File: config.mk
export PLATFORM = sky130hd
export DESIGN_NAME = nel_tracker
export DESIGN_NICKNAME = d
export VERILOG_FILES = /design/src/rtl/nel_pkg.sv /design/src/rtl/nel_align_chk.sv /design/src/rtl/nel_ne_bank.sv /design/src/rtl/nel_log_slots.sv /design/src/rtl/nel_tracker.sv
export SDC_FILE = /design/constraint.sdc
export NUM_CORES = 1
export LEC_CHECK = 0
export ABC_AREA = 1
export BUFFER_PORTS_ARGS = -buffer_cell sky130_fd_sc_hd__buf_4
export CAP_MARGIN = 20
export CORE_MARGIN = 2
export CORE_UTILIZATION = 40
export DETAILED_ROUTE_END_ITERATION = 12
export RECOVER_POWER = 25
export SYNTH_ARGS = -nofsm -noshare
export SYNTH_HDL_FRONTEND = slang
export SYNTH_HIERARCHICAL = 1
export SYNTH_SLANG_ARGS = --single-unit
File: constraint.sdc
create_clock -name clk -period 6.2 [get_ports clk]
set_clock_uncertainty 0.05 [all_clocks]
set_input_delay 0.31 -clock clk [delete_from_list [all_inputs] [get_ports clk]]
set_output_delay 0.31 -clock clk [all_outputs]
set_load 0.05 [all_outputs]
File: src/rtl/nel_pkg.sv
package nel_pkg;
  localparam int REG_W  = 6;
  localparam int NREG   = 64;
  localparam int SIDX_W = 3;

  localparam logic [2:0] SZ_BYTE  = 3'd0;
  localparam logic [2:0] SZ_HALF  = 3'd1;
  localparam logic [2:0] SZ_WORD  = 3'd2;
  localparam logic [2:0] SZ_DWORD = 3'd3;
  localparam logic [2:0] SZ_QUAD  = 3'd4;

  localparam logic [1:0] CAUSE_NONE     = 2'b00;
  localparam logic [1:0] CAUSE_MISALIGN = 2'b01;

  // Packed MSB first: valid ends up in bit 0.
  typedef struct packed {
    logic [1:0]        mem_cause;
    logic [1:0]        reg_cause;
    logic              fp;
    logic [SIDX_W-1:0] slot;
    logic [2:0]        size;
    logic [REG_W-1:0]  dest;
    logic              addr_ok;
    logic              valid;
  } nel_rec_t;

  localparam int REC_W = $bits(nel_rec_t);
endpackage

File: src/rtl/nel_align_chk.sv
module nel_align_chk
  import nel_pkg::*;
#(
  parameter int ADDR_W = 32
) (
  input  logic [2:0]        size,
  input  logic [ADDR_W-1:0] addr,
  input  logic [REG_W-1:0]  tgt,
  output logic              mis_mem,
  output logic              mis_reg
);
  always_comb begin
    mis_mem = 1'b0;
    mis_reg = 1'b0;
    case (size)
      SZ_HALF:  mis_mem = addr[0];
      SZ_WORD:  mis_mem = |addr[1:0];
      SZ_DWORD: begin
        mis_mem = |addr[2:0];
        mis_reg = tgt[0];
      end
      SZ_QUAD: begin
        mis_mem = |addr[3:0];
        mis_reg = |tgt[1:0];
      end
      default: begin
        mis_mem = 1'b0;
        mis_reg = 1'b0;
      end
    endcase
  end
endmodule

File: src/rtl/nel_ne_bank.sv
module nel_ne_bank
  import nel_pkg::*;
(
  input  logic             clk,
  input  logic             rst_n,
  input  logic             wr_en,
  input  logic [REG_W-1:0] wr_idx,
  input  logic             wr_val,
  input  logic [REG_W-1:0] rd_a_idx,
  input  logic [REG_W-1:0] rd_b_idx,
  input  logic [REG_W-1:0] rd_c_idx,
  output logic             rd_a,
  output logic             rd_b,
  output logic             rd_c
);
  localparam int NWORD  = NREG / 32;
  localparam int WSEL_W = REG_W - 5;

  logic [NWORD-1:0][31:0] word_q;
  logic [NWORD-1:0][31:0] word_d;
  logic [31:0]            bit_mask;

  assign bit_mask = 32'd1 << wr_idx[4:0];

  for (genvar w = 0; w < NWORD; w++) begin : g_word
    logic hit;
    assign hit       = wr_idx[REG_W-1:5] == WSEL_W'(w);
    assign word_d[w] = hit ? ((word_q[w] & ~bit_mask) | (wr_val ? bit_mask : 32'd0))
                           : word_q[w];
  end

  always_ff @(posedge clk or negedge rst_n) begin
    if (!rst_n) begin
      word_q <= '0;
    end else if (wr_en) begin
      word_q <= word_d;
    end
  end

  assign rd_a = word_q[rd_a_idx[REG_W-1:5]][rd_a_idx[4:0]];
  assign rd_b = word_q[rd_b_idx[REG_W-1:5]][rd_b_idx[4:0]];
  assign rd_c = word_q[rd_c_idx[REG_W-1:5]][rd_c_idx[4:0]];
endmodule

File: src/rtl/nel_log_slots.sv
module nel_log_slots
  import nel_pkg::*;
#(
  parameter int ADDR_W  = 32,
  parameter int NSLOT   = 4,
  parameter int SCNT_W  = $clog2(NSLOT + 1),
  parameter int SLOT_IW = $clog2(NSLOT)
) (
  input  logic               clk,
  input  logic               rst_n,
  input  logic [SCNT_W-1:0]  slot_cnt,
  input  logic               alloc_en,
  input  nel_rec_t           wr_rec,
  input  logic [ADDR_W-1:0]  wr_addr,
  output logic               free_found,
  output logic [SIDX_W-1:0]  free_idx,
  input  logic [SLOT_IW-1:0] rd_sel,
  output nel_rec_t           rd_rec,
  output logic [ADDR_W-1:0]  rd_addr
);
  nel_rec_t           rec_q  [NSLOT];
  logic [ADDR_W-1:0]  addr_q [NSLOT];
  logic [SLOT_IW-1:0] free_slot;

  // Scan downward so that the lowest qualifying slot wins.
  always_comb begin
    free_found = 1'b0;
    free_slot  = '0;
    for (int i = NSLOT - 1; i >= 0; i--) begin
      if ((SCNT_W'(i) < slot_cnt) && !rec_q[i].valid) begin
        free_found = 1'b1;
        free_slot  = SLOT_IW'(i);
      end
    end
  end

  assign free_idx = SIDX_W'(free_slot);

  always_ff @(posedge clk or negedge rst_n) begin
    if (!rst_n) begin
      for (int i = 0; i < NSLOT; i++) begin
        rec_q[i]  <= '0;
        addr_q[i] <= '0;
      end
    end else if (alloc_en) begin
      rec_q[free_slot]  <= wr_rec;
      addr_q[free_slot] <= wr_addr;
    end
  end

  assign rd_rec  = rec_q[rd_sel];
  assign rd_addr = addr_q[rd_sel];
endmodule

File: src/rtl/nel_tracker.sv
module nel_tracker
  import nel_pkg::*;
#(
  parameter int ADDR_W  = 32,
  parameter int NSLOT   = 4,
  parameter int SCNT_W  = $clog2(NSLOT + 1),
  parameter int SLOT_IW = $clog2(NSLOT)
) (
  input  logic               clk,
  input  logic               rst_n,
  input  logic               ld_vld,
  input  logic [2:0]         ld_size,
  input  logic [5:0]         base_idx,
  input  logic [ADDR_W-1:0]  base_val,
  input  logic               use_index,
  input  logic [5:0]         index_idx,
  input  logic [ADDR_W-1:0]  index_val,
  input  logic [ADDR_W-1:0]  imm_val,
  input  logic [5:0]         tgt_idx,
  input  logic               is_fp,
  input  logic               ctl_valid,
  input  logic               ctl_log_en,
  input  logic [SCNT_W-1:0]  ctl_slots,
  output logic               do_load,
  output logic               ovf_err,
  input  logic               ne_probe_fp,
  input  logic [5:0]         ne_probe_idx,
  output logic               ne_probe_flag,
  input  logic [SLOT_IW-1:0] rec_probe_sel,
  output logic [18:0]        rec_probe_word,
  output logic [ADDR_W-1:0]  rec_probe_addr
);
  logic [ADDR_W-1:0] eff_addr;
  logic              mis_mem, mis_reg, fault;
  logic [1:0]        src_a, src_b, prb;
  logic              ne_src, ne_wr_val;
  logic              log_on, free_found, alloc_en;
  logic [SIDX_W-1:0] free_idx;
  nel_rec_t          new_rec, rd_rec;

  assign eff_addr = base_val + (use_index ? index_val : imm_val);

  nel_align_chk #(.ADDR_W(ADDR_W)) u_align (
    .size    (ld_size),
    .addr    (eff_addr),
    .tgt     (tgt_idx),
    .mis_mem (mis_mem),
    .mis_reg (mis_reg)
  );

  assign fault = mis_mem | mis_reg;

  // Bank 0 holds integer flags, bank 1 float flags.
  for (genvar b = 0; b < 2; b++) begin : g_bank
    logic bank_we;
    assign bank_we = ld_vld && (is_fp == b[0]);
    nel_ne_bank u_bank (
      .clk      (clk),
      .rst_n    (rst_n),
      .wr_en    (bank_we),
      .wr_idx   (tgt_idx),
      .wr_val   (ne_wr_val),
      .rd_a_idx (base_idx),
      .rd_b_idx (index_idx),
      .rd_c_idx (ne_probe_idx),
      .rd_a     (src_a[b]),
      .rd_b     (src_b[b]),
      .rd_c     (prb[b])
    );
  end

  assign ne_src    = src_a[is_fp] | (use_index & src_b[is_fp]);
  assign ne_wr_val = fault | ne_src;
  assign do_load   = ld_vld && (fault || !ne_src);

  assign log_on   = ctl_valid && ctl_log_en;
  assign alloc_en = ld_vld && log_on && free_found;
  assign ovf_err  = ld_vld && log_on && !free_found;

  always_comb begin
    new_rec           = '0;
    new_rec.valid     = 1'b1;
    new_rec.addr_ok   = 1'b1;
    new_rec.dest      = tgt_idx;
    new_rec.size      = ld_size;
    new_rec.slot      = free_idx;
    new_rec.fp        = is_fp;
    new_rec.reg_cause = mis_reg ? CAUSE_MISALIGN : CAUSE_NONE;
    new_rec.mem_cause = mis_mem ? CAUSE_MISALIGN : CAUSE_NONE;
  end

  nel_log_slots #(
    .ADDR_W  (ADDR_W),
    .NSLOT   (NSLOT),
    .SCNT_W  (SCNT_W),
    .SLOT_IW (SLOT_IW)
  ) u_slots (
    .clk        (clk),
    .rst_n      (rst_n),
    .slot_cnt   (ctl_slots),
    .alloc_en   (alloc_en),
    .wr_rec     (new_rec),
    .wr_addr    (eff_addr),
    .free_found (free_found),
    .free_idx   (free_idx),
    .rd_sel     (rec_probe_sel),
    .rd_rec     (rd_rec),
    .rd_addr    (rec_probe_addr)
  );

  assign rec_probe_word = rd_rec;
  assign ne_probe_flag  = prb[ne_probe_fp];
endmodule

Word level (Yosys, flattened, before mapping)
Index checks and enable logic that the tools add are counted.
{ "totals": {"elab_cells": 161, "regBits": 332, "inputBits": 136} }
{ "op_classes": {"shifts": 1, "add_sub_neg": 1, "bitwise_logic": 17, "n_reduce_logical": 27, "n_mux": 56, "n_eq_ne": 4, "order_cmp": 15} }
{ "op_table": {"columns": ["op", "count"], "rows": [
  ["32-bit two-way mux", 17],
  ["32-bit AND", 4],
  ["128-bit bitwise mux", 1],
  ["32-bit OR", 4],
  ["76-bit bitwise mux", 1],
  ["32-bit binary-select mux with 2-bit select", 1],
  ["32-bit demux with 2-bit select", 1],
  ["19-bit two-way mux", 3],
  ["19-bit binary-select mux with 2-bit select", 1],
  ["19-bit demux with 2-bit select", 1],
  ["32-bit adder", 1],
  ["32-bit inverter", 1],
  ["1-bit by 5-bit left shift with 32-bit output, first input constant", 1],
  ["1-bit binary-select mux with 5-bit select", 6],
  ["5-bit by 6-bit < comparator with 1-bit output, second input constant", 3],
  ["1-bit two-way mux", 18],
  ["1-bit logical AND", 12],
  ["1-bit by 2-bit < comparator with 1-bit output, second input constant", 5],
  ["2-bit two-way mux", 4],
  ["2-bit AND reduction", 4],
  ["3-bit by 2-bit == test with 1-bit output, second input constant", 2],
  ["3-bit >= comparator, second input constant", 2],
  ["1-bit logical NOT", 6],
  ["1-bit by 3-bit < comparator with 1-bit output, first input constant", 2],
  ["14 further kinds", 20]
]} }

Logic depth before layout (Yosys ltp)
{ "depth": {"depth_word": 12, "mapped_depth": 19, "mapped_depth_nobuf": 17} }

Hierarchy
The synthesis kept the hierarchy.
{ "by_module_without_submodules": {"columns": ["mod", "area_per_inst_um2", "instances", "seq_area_each_um2", "cells_each"], "rows": [
  ["nel_ne_bank", 4788.3, 2, 1601.5, 757],
  ["nel_log_slots", 9566.7, 1, 5104.9, 1206],
  ["nel_tracker", 2815.2, 1, 0.0, 617],
  ["nel_align_chk", 92.6, 1, 0.0, 22]
]} }

Worst setup path before layout
Ideal clock, no wire load.
{ "synth_path": {"kind": "input to output", "start": "in use_index", "end": "out do_load", "stages": 16, "arrival_time_ns": 2.649, "required_time_ns": 5.840, "n_path_buf": 2, "slack_ns": 3.191, "cell_sequence": "buf_2 inv_1 clkbuf_1 nand2_1 nand2_1 ha_1 fa_1 xor2_1 nand4_1 nand2_1 inv_1 nand2_1 inv_1 nand2_1 o21ai_0 inv_1"} }
{ "synth_via": {"elab_chain_cells": 7, "word_cells_on_any_way": 12, "classes_between": "add/sub: 1; mux: 2; bitwise: 3; reduce/logical: 6"} }
{ "synth_lines": {"columns": ["item", "line", "text"], "rows": [
  ["from (decl)", "nel_tracker.sv:15", "input logic use_index,"],
  ["32-bit two-way mux *", "nel_tracker.sv:41", "assign eff_addr = base_val + (use_index ? index_val : imm_val);"],
  ["32-bit adder *", "nel_tracker.sv:41", null],
  ["named net eff_addr[2]", "nel_tracker.sv:33", "logic [ADDR_W-1:0] eff_addr;"],
  ["4-bit OR reduction / 3-bit OR reduction (equally long branches)", "nel_align_chk.sv:23, nel_align_chk.sv:19", null],
  ["1-bit case mux with 4 select lines *", "nel_align_chk.sv:15", "case (size)"],
  ["named net mis_mem", "nel_tracker.sv:34", "logic mis_mem, mis_reg, fault;"],
  ["1-bit OR *", "nel_tracker.sv:51", "assign fault = mis_mem | mis_reg;"],
  ["1-bit logical OR *", "nel_tracker.sv:74", "assign do_load = ld_vld && (fault || !ne_src);"],
  ["1-bit logical AND *", "nel_tracker.sv:74", null],
  ["to (decl)", "nel_tracker.sv:24", "output logic do_load,"]
]} }
Mark *: on every way through the listed nets, which the timed path passes. The rest lies on a longest branch.

==> impl_metrics.tcl <==
set metrics [dict create \
    viasPerCell 5.42 \
    setup_tns_ns 0 \
    endpoint_kind "asynchronous set/reset pin" \
    final_cell_mix "nand2_1 (1380), nand3_1 (474), dfrtp_1 (332)" \
    regToRegSetupSlack_ns 2.70 \
    drc_errors 0 \
    start_kind "input port" \
    routedWlPerCell_um 18.2 \
    power_frac_comb_pct 23.3 \
    clkTransAtPathRegs_ns 0.05 \
    drtPass1Iterations 6 \
    grt_max_degree 141 \
    violations "max-capacitance violations, max-slew violations" \
    outcome "finished, violations left" \
    holdPathEnd "u_slots/rec_q[23]" \
    cts_setup_buffers 0 \
    leakage_nw 12.8 \
    cts_tree "built" \
    internal_power_mw 4.33 \
    r2r-end "u_slots/rec_q[39]" \
    syn_to_final_growth_pct 12.8 \
    fillers 5781 \
    wl_um 75600 \
    clk_path_buf_depth 3 \
    clock_sinks 332 \
    cp.arrival_ns 4.64 \
    port_buffers 189 \
    fin_area_mm2 0.0249 \
    p_sw_mw 2.25 \
    antenna_found_initial 0 \
    r2r_cells 10 \
    yosys.area.top_type "dfrtp_1" \
    maxSlewHeadroom_pct -154 \
    ios 190 \
    yosysSeqAreaShare_pct 37.7 \
    cts_resized 0 \
    synth-seq-cells 332 \
    track_usage_pct 26.4 \
    power_switching_share_pct 34.2 \
    nets 3591 \
    drive_gt1_share_pct 9.65 \
    setup-violations-final 0 \
    synth.area.top_cells "dfrtp_1 (38%), nand2_1 (24%), nand3_1 (11%)" \
    antenna-diode-count 0 \
    dp_hpwl_um 46500 \
    total_power_mw 6.59 \
    hold_class "input port to flop" \
    cap_viol_max_count 1 \
    multi_input_area_mm2 0.0119 \
    cellPowerDensity_mw_per_mm2 265 \
    fin_crit_ns 4.10 \
    gp_congestion 0.885 \
    yosysUniqueCellTypes 34 \
    drt_iter0_drc 2118 \
    grt-ovfl-total 0 \
    seq_power_share_pct 39.3 \
    synthCells 3359 \
    rsz0062_at_grt "false" \
    hold_path.startpoint "tgt_idx[2]" \
    whs_path_depth 3 \
    initial_core_util_pct 40.3 \
    final-hold-violation-count 0 \
    r2r_start "u_slots/rec_q[19]" \
    vias 22500 \
    grt_pass1_wl_um 120000 \
    syn_area_mm2 0.0221 \
    peakVddDrop_mv 0.190 \
    core.rowCount 86 \
    yosysWarnings 6 \
    cts_buffers 40 \
    crit_start "rst_n" \
    cp_data_required_time_ns 6.74 \
    grt_pass1_vias 21300 \
    dieArea_mm2 0.0570 \
    die_h_um 239 \
    syn_area_per_cell_um2 6.56 \
    cts_root_buf "clkbuf_16" \
    htreeDepth 2 \
    yosysTopAreaCellShare_pct 37.7 \
    max_freq_mhz 244 \
    mostFrequentLayoutCell "nand2_1" \
    crit_fanout 67 \
    coreArea_mm2 0.0548 \
    die_x_um 239 \
    clockPowerShare_pct 37.4 \
    fin_crit_sh_pct 66.1 \
    worstMarginPinSlew_ns 3.81 \
    clk_latency_ns 0.59 \
    dpl_cell_area_mm2 0.0234 \
    criticalPathCategory "input port to asynchronous set/reset pin" \
    detail-route-antenna-nets 0 \
    drv_slew 65 \
    ctsHoldBuffers 7 \
    seq_area_mm2 0.00831 \
]
-- worst max-delay path by stage --
stage / end / slack, ns / cells past startpoint
floorplan: do_load / 3.19 / 16
global placement: do_load / 2.19 / 16
detailed placement: flop / 2.06 / 16
CTS: do_load / 2.11 / 16
global route: asynchronous set/reset pin / 1.34 / 3
finish: u_slots/rec_q[26] / 2.10 / 3
-- critical path, cell delays in order --
cell	delay [ns]
dlygate4sd3_1	0.52
clkbuf_1	2.63
buf_4	1.01
-- final cells by class --
type | instances | share of cell area, %
clock inverter | 15 | 0.951
sequential | 332 | 33.4
multi-input combinational | 2637 | 47.8
timing repair buffer | 222 | 6.81
tap | 704 | 3.54
inverter | 190 | 2.99
clock buffer | 54 | 4.56
-- logic make-up after synthesis --
kind of cell,Yosys count,synth area share [%]
adder cells (fa/ha/maj),32,1.85
AO/OA/AOI/OAI,391,9.45
multiplexers,1,0.0511
flip-flops,332,37.7
AND/OR/NAND/NOR,2180,41.4
other,3,0.0511
buffers and inverters,404,8.87
XOR/XNOR,16,0.636
-- power groups by stage --
stage	combinational, mW	clock, mW	sequential (mW)
6_report	1.54	2.46	2.59
5_1_grt	1.72	2.58	2.62
4_1_cts	1.53	2.50	2.58
3_5_place_dp	1.53	0	2.62
3_3_place_gp	1.51	0	2.61
2_1_floorplan	1.06	0	2.56
-- cell usage after synthesis --
library cell and number:
nand2_1 1381, nand3_1 476, dfrtp_1 332, o21ai_0 241, nor2_1 183, inv_1 169, nand4_1 108, clkbuf_1 85
buf_2 61, a21oi_1 55, o22ai_1 50, buf_4 41, a31oi_1 32, ha_1 31, buf_6 24, xor2_1 15
nor2_2 14, inv_4 12, nand2_2 11, o21ai_1 8, inv_2 7, nor3_1 5, buf_1 3, conb_1 3
clkinv_1 2, o21bai_1 2, a21o_1 1, a21oi_4 1, a32o_1 1, fa_1 1, mux2_2 1, nand3_2 1
nand4_2 1, xnor2_1 1
-- per-stage QoR --
| stage | setup slack, ns | cells | util [%] | hold WS, ns |
|---|---|---|---|---|
| floorplan | 3.19 | 3373 | - | -0.0356 |
| CTS | 2.11 | 4154 | 45.4 | 0.0187 |
| detailed placement | 2.06 | 4078 | 42.8 | 0.248 |
| global placement | 2.19 | 4078 | 42.8 | 0.254 |
| global route | 1.34 | 4154 | 45.4 | 0.0455 |
| finish | 2.10 | 4154 | 45.4 | 0.0523 |
-- per-layer routing --
layer / part of all wire [%] / track usage, % / vias up
met4: 2.0 / 6.80 / 0
met5: 0 / 0 / -
met1: 46 / 37.5 / 10500
li1: - / - / 11100
met2: 46 / 42.4 / 766
met3: 6.4 / 3.55 / 115
No activity file was read; power rests on OpenSTA's default activity.
